==> config.mk <==
export PLATFORM = sky130hd
export DESIGN_NAME = stk_seq
export DESIGN_NICKNAME = d
export VERILOG_FILES = /design/src/rtl/stk_pkg.sv /design/src/rtl/stk_cond.sv /design/src/rtl/stk_alu.sv /design/src/rtl/stk_seq.sv
export SDC_FILE = /design/constraint.sdc
export NUM_CORES = 1
export LEC_CHECK = 0
export BUFFER_PORTS_ARGS = -buffer_cell sky130_fd_sc_hd__clkbuf_2
export CAP_MARGIN = 10
export CORE_ASPECT_RATIO = 0.7
export CORE_UTILIZATION = 45
export CTS_CLUSTER_DIAMETER = 50
export DETAILED_ROUTE_END_ITERATION = 16
export PLACE_DENSITY = 0.68
export SKIP_CTS_REPAIR_TIMING = 1
export SLEW_MARGIN = 20
export SYNTH_ARGS = -nofsm -noshare
export SYNTH_HDL_FRONTEND = slang
export SYNTH_SLANG_ARGS = --single-unit
==> constraint.sdc <==
create_clock -name clk -period 4.2 [get_ports clk]
set_input_delay 1.05 -clock clk [delete_from_list [all_inputs] [get_ports clk]]
set_output_delay 1.05 -clock clk [all_outputs]
set_load 0.01 [all_outputs]
==> src/rtl/stk_pkg.sv <==
package stk_pkg;
  localparam int XW = 16;
  localparam int FW = 3;

  typedef struct packed {
    logic       spare;
    logic [4:0] cmd;
    logic       mf;
    logic [1:0] dst;
    logic [1:0] srcb;
    logic [1:0] srca;
    logic [2:0] cond;
  } insn_t;

  localparam logic [1:0] SRC_ZERO = 2'd0, SRC_IMM = 2'd1, SRC_PEEK = 2'd2, SRC_POP = 2'd3;
  localparam logic [1:0] DST_DROP = 2'd0, DST_PUSH = 2'd1, DST_JUMP = 2'd2;

  localparam logic [4:0] C_COPY = 5'd0, C_ADD = 5'd1, C_SUB = 5'd2, C_AND = 5'd3,
    C_OR = 5'd4, C_XOR = 5'd5, C_NOT = 5'd6, C_SHL = 5'd7, C_SHR = 5'd8,
    C_SWAP = 5'd9, C_SEXT = 5'd10, C_FRD = 5'd11, C_FWR = 5'd12, C_LDB = 5'd13,
    C_LDW = 5'd14, C_STB = 5'd15, C_STW = 5'd16, C_SPS = 5'd17, C_BPS = 5'd18,
    C_SPG = 5'd19, C_BPG = 5'd20, C_IPR = 5'd21, C_HALT = 5'd30, C_TRAP = 5'd31;
  localparam logic [4:0] C_LAST = C_IPR;

  typedef enum logic [2:0] {
    ST_FETCH, ST_DEC, ST_OPA, ST_OPB, ST_EXE, ST_PUSH, ST_HALT, ST_ILL
  } st_t;
endpackage

==> src/rtl/stk_cond.sv <==
module stk_cond
  import stk_pkg::*;
(
  input  logic [2:0]    cond,
  input  logic [FW-1:0] flags,
  output logic          known,
  output logic          take
);
  always_comb begin
    known = 1'b1;
    case (cond)
      3'd0:    take = 1'b1;
      3'd1:    take = !flags[0];
      3'd2:    take = flags[0];
      3'd3:    take = flags[2];
      3'd4:    take = !flags[1];
      default: begin take = 1'b0; known = 1'b0; end
    endcase
  end
endmodule

==> src/rtl/stk_alu.sv <==
module stk_alu
  import stk_pkg::*;
(
  input  logic [4:0]    cmd,
  input  logic [XW-1:0] a,
  input  logic [XW-1:0] b,
  output logic [XW-1:0] y,
  output logic          cy
);
  localparam int HW = XW / 2;
  logic [XW:0] sum, dif;
  assign sum = {1'b0, a} + {1'b0, b};
  assign dif = {1'b0, a} - {1'b0, b};
  always_comb begin
    cy = 1'b0;
    case (cmd)
      C_ADD:   begin y = sum[XW-1:0]; cy = sum[XW]; end
      C_SUB:   begin y = dif[XW-1:0]; cy = dif[XW]; end
      C_AND:   y = a & b;
      C_OR:    y = a | b;
      C_XOR:   y = a ^ b;
      C_NOT:   y = ~a;
      C_SHL:   y = a << 1;
      C_SHR:   y = a >> 1;
      C_SWAP:  y = {a[HW-1:0], a[XW-1:HW]};
      C_SEXT:  y = {{HW{a[HW-1]}}, a[HW-1:0]};
      default: y = a;
    endcase
  end
endmodule

==> src/rtl/stk_seq.sv <==
module stk_seq
  import stk_pkg::*;
(
  input  logic          clk,
  input  logic          rst_n,
  output logic          mem_req,
  output logic          mem_we,
  output logic          mem_byte,
  output logic [15:0]   mem_addr,
  output logic [15:0]   mem_wdata,
  input  logic [15:0]   mem_rdata,
  input  logic          mem_ready,
  output logic          halted,
  output logic          illegal,
  output logic [15:0]   ip_o,
  output logic [15:0]   sp_o,
  output logic [15:0]   bp_o,
  output logic [2:0]    flags_o
);
  localparam logic [XW-1:0] STEP = XW'(2);

  logic rst_m, rst_s_n;
  always_ff @(posedge clk or negedge rst_n)
    if (!rst_n) {rst_s_n, rst_m} <= 2'b00;
    else        {rst_s_n, rst_m} <= {rst_m, 1'b1};

  st_t st_q, st_d;
  insn_t ir_q, ir_d;
  logic [XW-1:0] ip_q, ip_d, sp_q, sp_d, bp_q, bp_d;
  logic [XW-1:0] opa_q, opa_d, opb_q, opb_d, res_q, res_d;
  logic [FW-1:0] fl_q, fl_d;

  logic known, take, alu_cy, go, mem_cmd;
  logic [XW-1:0] alu_y, res, sp_base;
  logic [1:0] src, n_imm;
  logic in_fetch, in_push;

  stk_cond u_cond (.cond(ir_q.cond), .flags(fl_q), .known(known), .take(take));
  stk_alu  u_alu  (.cmd(ir_q.cmd), .a(opa_q), .b(opb_q), .y(alu_y), .cy(alu_cy));

  assign n_imm   = {1'b0, ir_q.srca == SRC_IMM} + {1'b0, ir_q.srcb == SRC_IMM};
  assign src     = (st_q == ST_OPA) ? ir_q.srca : ir_q.srcb;
  assign mem_cmd = ir_q.cmd >= C_FRD && ir_q.cmd <= C_STW;
  assign sp_base = (ir_q.cmd == C_SPS) ? opa_q : sp_q;

  always_comb begin
    case (ir_q.cmd)
      C_FRD, C_LDW: res = mem_rdata;
      C_LDB:        res = {8'h00, mem_rdata[7:0]};
      C_FWR, C_STW: res = opb_q;
      C_STB:        res = {8'h00, opb_q[7:0]};
      C_SPS, C_BPS: res = opa_q;
      C_SPG:        res = sp_q;
      C_BPG:        res = bp_q;
      C_IPR:        res = ip_q + (opa_q << 1);
      default:      res = alu_y;
    endcase
  end

  always_comb begin
    st_d = st_q; ir_d = ir_q; ip_d = ip_q; sp_d = sp_q; bp_d = bp_q;
    opa_d = opa_q; opb_d = opb_q; res_d = res_q; fl_d = fl_q;
    mem_req = 1'b0; mem_we = 1'b0; mem_byte = 1'b0;
    mem_addr = ip_q; mem_wdata = '0; go = 1'b0;
    case (st_q)
      ST_FETCH: begin
        mem_req = 1'b1;
        if (mem_ready) begin
          ir_d = insn_t'(mem_rdata);
          ip_d = ip_q + STEP;
          st_d = ST_DEC;
        end
      end
      ST_DEC: begin
        if (!known || ir_q.spare) st_d = ST_ILL;
        else if (!take) begin
          ip_d = ip_q + {13'd0, n_imm, 1'b0};
          st_d = ST_FETCH;
        end
        else if (ir_q.cmd == C_HALT) st_d = ST_HALT;
        else if (ir_q.cmd > C_LAST || ir_q.dst == 2'd3) st_d = ST_ILL;
        else st_d = ST_OPA;
      end
      ST_OPA, ST_OPB: begin
        if (src == SRC_ZERO) go = 1'b1;
        else begin
          mem_req  = 1'b1;
          mem_addr = (src == SRC_IMM) ? ip_q : sp_q;
          go       = mem_ready;
        end
        if (go) begin
          if (src != SRC_ZERO && mem_ready) begin
            if (src == SRC_IMM) ip_d = ip_q + STEP;
            if (src == SRC_POP) sp_d = sp_q + STEP;
          end
          if (st_q == ST_OPA) begin
            opa_d = (src == SRC_ZERO) ? '0 : mem_rdata;
            st_d  = ST_OPB;
          end else begin
            opb_d = (src == SRC_ZERO) ? '0 : mem_rdata;
            st_d  = ST_EXE;
          end
        end
      end
      ST_EXE: begin
        if (mem_cmd) begin
          mem_req   = 1'b1;
          mem_addr  = (ir_q.cmd == C_FRD || ir_q.cmd == C_FWR) ? bp_q + (opa_q << 1) : opa_q;
          mem_we    = ir_q.cmd == C_FWR || ir_q.cmd == C_STB || ir_q.cmd == C_STW;
          mem_byte  = ir_q.cmd == C_LDB || ir_q.cmd == C_STB;
          mem_wdata = opb_q;
          go        = mem_ready;
        end else go = 1'b1;
        if (go) begin
          if (ir_q.cmd == C_ADD || ir_q.cmd == C_SUB) fl_d[2] = alu_cy;
          if (ir_q.mf) begin
            fl_d[0] = res == '0;
            fl_d[1] = res[XW-1];
          end
          if (ir_q.cmd == C_SPS) sp_d = opa_q;
          if (ir_q.cmd == C_BPS) bp_d = opa_q;
          st_d = ST_FETCH;
          if (ir_q.dst == DST_PUSH) begin
            sp_d  = sp_base - STEP;
            res_d = res;
            st_d  = ST_PUSH;
          end
          if (ir_q.dst == DST_JUMP) ip_d = res;
        end
      end
      ST_PUSH: begin
        mem_req = 1'b1; mem_we = 1'b1;
        mem_addr = sp_q; mem_wdata = res_q;
        if (mem_ready) st_d = ST_FETCH;
      end
      default: ;
    endcase
  end

  always_ff @(posedge clk or negedge rst_s_n) begin
    if (!rst_s_n) begin
      st_q <= ST_FETCH; ir_q <= '0; ip_q <= '0; sp_q <= '0; bp_q <= '0;
      opa_q <= '0; opb_q <= '0; res_q <= '0; fl_q <= '0;
    end else begin
      st_q <= st_d; ir_q <= ir_d; ip_q <= ip_d; sp_q <= sp_d; bp_q <= bp_d;
      opa_q <= opa_d; opb_q <= opb_d; res_q <= res_d; fl_q <= fl_d;
    end
  end

  assign in_fetch = st_q == ST_FETCH;
  assign in_push  = st_q == ST_PUSH;
  assign halted   = st_q == ST_HALT;
  assign illegal  = st_q == ST_ILL;
  assign ip_o = ip_q;
  assign sp_o = sp_q;
  assign bp_o = bp_q;
  assign flags_o = fl_q;
endmodule

==> out/results.txt <==
Critical path class -> flop to primary output
P_leak -> 5.98 nW
Total design power -> 3.16 mW
DRC -> 0
Multi-input logic area -> 8470 µm²
Via Count -> 13,700
Slew at the pin closest to its max-slew limit -> 1.00 ns
Final hold vios -> 0
Yosys reg bits -> 120
Tmin final -> 4.15 ns
Main combinational cell family by area after synthesis -> compound AO/OA/AOI/OAI gates
Core Box Area -> 26,100 µm²
Power per Cell Area -> 225 nW/µm²
Clock sinks -> 120
Synth warnings -> 0
CTS H-tree depth -> 4
Main synth FF type -> dfrtp_1
Antenna diode count -> 0
Crit-path slowest cell -> a2111o_1
Synth cell types -> 98
Seq/Total Area, Yosys -> 0.248
Synth Instances -> 1,582
Die ar. -> 27,600 µm²
Run status -> finished clean
Synth Area in Compound Gates -> 0.311
Final setup skew -> 0.0105 ns
Critical path cell sequence -> ha_1, a21o_1, a21oi_2, o21ai_2, a2111o_1, a311oi_2, o21ai_1, xnor2_1, o211a_1, o31ai_2, buf_2
Adder-Cell Fraction of Synth Area -> 0.0957
Std-Cell Rows -> 49
Top-level I/O count -> 107
Via/cell ratio -> 6.67
Antenna-violating nets left -> 0
GR Overflow Total -> 0
Worst-path fanout max -> 2
Simple-Gate Fraction of Synth Area -> 0.220
Die height -> 139 µm
Largest net degree at the start of global routing -> 69
Worst EP required -> 3.15 ns
Worst Hold Slack -> 0.356 ns
Nature of the critical path endpoint -> primary output
Arr. time, crit path -> 3.10 ns
IO Port Bufs -> 106
Vias in the first global route -> 12,600
Layout cells sized above 1 -> 0.177
Number of max-cap violations -> 0
CTS max path bufs -> 2
First-pass GRT wire length -> 80.4 mm
Asr flop ratio synth -> 1.00
Setup crit start kind -> flop
F_max -> 0.241 GHz
Register area -> 3010 µm²
Clock transition at path regs -> 0.07 ns
Total CTS buffers -> 17
DP HPWL -> 42.2 mm
Die X -> 198 µm
Fill count -> 2,510
Placer Congestion -> 0.979
Max-slew headroom -> 0.329
Wire length per cell -> 26.4 µm
Worst vdd ir -> 0.000282 V
Multiplexer share of the synthesized area -> 0.0302
DRT Wirelength -> 54.4 mm
Avg Cell Area, Syn -> 7.67 µm²
Area growth syn-to-layout -> 15.5%
Min-delay worst type -> flop to flop
Iter 0 DRT Violations -> 1,807
CTS Root Cell -> clkbuf_16
RSZ-0062 raised after global routing -> yes
CTS tree -> yes
Syn Nets -> 1,690
Post-synth EDFFs -> 0
Post-Synth XOR/XNOR Area -> 0.0331
GR Util All Layers -> 0.392
Final setup vio count -> 0
Final period util -> 0.987
First-pass DRT Iterations -> 7
Post-layout util -> 0.537
Peak per-stage delay on the critical path -> 0.43 ns
Layout Nets -> 1,797
Count of final max-slew check failures -> 0
Worst-skew pair later-pin latency -> 0.44 ns
Initial antenna violation count -> 1
Synthesized cell area -> 12,100 µm²
Initial Utilization -> 0.465
-- power by group --
part	leakage [nW]	switching, mW	total (mW)	internal, mW
Sequential	1.58	0.0389	1.21	1.17
Combinational	4.10	0.246	0.366	0.120
Clock	0.299	0.633	1.58	0.951
-- synthesized netlist by cell type, types with 7 or more instances --
cell / n / area, µm²
o21bai_1: 8 / 60.1
or2_2: 8 / 50.1
nand3_1: 40 / 200
or3_1: 10 / 62.6
and2_1: 9 / 56.3
a211oi_1: 11 / 82.6
inv_1: 67 / 251
mux2i_1: 13 / 130
a22oi_1: 33 / 248
nor4_1: 11 / 68.8
a21oi_1: 121 / 606
nand4_1: 12 / 75.1
o2111ai_1: 10 / 87.6
o22ai_1: 17 / 106
buf_2: 24 / 120
buf_1: 7 / 26.3
nand2_1: 215 / 807
ha_1: 84 / 1050
o221ai_1: 10 / 87.6
xnor2_1: 32 / 280
nor2_1: 95 / 357
nor2b_1: 17 / 106
nor3_1: 58 / 290
o21ai_0: 161 / 806
o211ai_1: 12 / 90.1
a221o_1: 12 / 120
a221oi_1: 14 / 123
a222oi_1: 13 / 130
xor2_1: 12 / 105
o21a_1: 15 / 113
dfrtp_1: 120 / 3000
nand2b_1: 21 / 131
clkbuf_1: 68 / 255
o31ai_1: 8 / 60.1
a31oi_1: 25 / 156
a21o_1: 11 / 82.6
a22o_1: 7 / 61.3
and3_1: 15 / 93.8
mux2_2: 21 / 236
-- flip-flops by register name, summed over array words and instances (netlist names) --
name     cells
flags_o      3
res_q       16
bp_o        16
opa_q       16
rst_s_n      1
ir_q        16
rst_m        1
sp_o        16
st_q         3
ip_o        16
opb_q       16
-- layout make-up --
type / count / share of cell area
repair buffers: 197 / 0.0867
clock inverters: 14 / 0.0134
inverters: 67 / 0.0180
flip-flops and latches: 120 / 0.215
clock buffers: 18 / 0.0306
multi-input cells: 1286 / 0.605
well taps: 357 / 0.0319
-- routing by layer --
layer / global-route usage / share of wire
met1: 0.561 / 0.43
met2: 0.542 / 0.40
met3: 0.149 / 0.14
met4: 0.107 / 0.028
met5: 0 / 0
-- metrics by stage --
step	area [µm²]	setup WS, ns	instances	setup TNS, ns
after floorplan	12100	0.272	1582	0
after global placement	13300	0.143	2024	0
after detailed placement	13300	0.158	2024	0
after CTS	13900	-0.341	2056	-1.79
after global routing	14000	-0.0456	2059	-0.147
final	14000	0.0533	2059	0
-- placed cells by master, fill, tap and decap left out, types with 8 or more instances in the layout --
master,synthesis,routed
o2111ai_1,10,10
clkbuf_16,0,17
nor4_1,11,11
a222oi_1,13,13
nor3_1,58,54
or2_2,8,8
a31oi_1,25,24
dfrtp_1,120,118
and2_1,9,9
o22ai_1,17,17
o21ai_0,161,155
ha_1,84,83
nand3_1,40,40
nand2_1,215,215
mux2_2,21,21
xor2_1,12,12
a22oi_1,33,33
a211oi_1,11,11
o221ai_1,10,10
nand2b_1,21,20
mux2i_1,13,13
or3_1,10,10
nor2_1,95,95
buf_4,5,91
a21o_1,11,11
a21oi_1,121,120
a221oi_1,14,13
clkbuf_2,0,104
nand4_1,12,12
nor2b_1,17,16
inv_1,67,66
xnor2_1,32,32
and3_1,15,15
a221o_1,12,12
o21a_1,15,15
o211ai_1,12,12
-- worst max-delay path, delay by kind of cell (launching register included) --
kind	cells	cell delay (ns)
compound gates	8	1.66
xor+xnor	1	0.13
fa+ha+maj	1	0.29
buf+inv	1	0.18
flops	1	0.38
-- worst paths after layout --
path                       slack (ns)  cells past startpoint  startpoint      endpoint
max reg2reg                      0.26                     12    opa_q[0]      ip_o[15]
max in group asynchronous        2.72                      1     rst_s_n     res_q[10]
min reg2reg                      0.36                      0       rst_m       rst_s_n
max                              0.05                     11     bp_o[2]  mem_addr[12]
min                              0.36                      0       rst_m       rst_s_n
min in group asynchronous        0.38                      1       rst_n       rst_s_n
-- cell families after synthesis --
family,count (synthesis)
mux,34
xor+xnor,45
compound gates,566
fa+ha+maj,90
buf+inv,176
other cells,1
simple gates,550
flops,120
No activity file was read; power rests on OpenSTA's default activity.
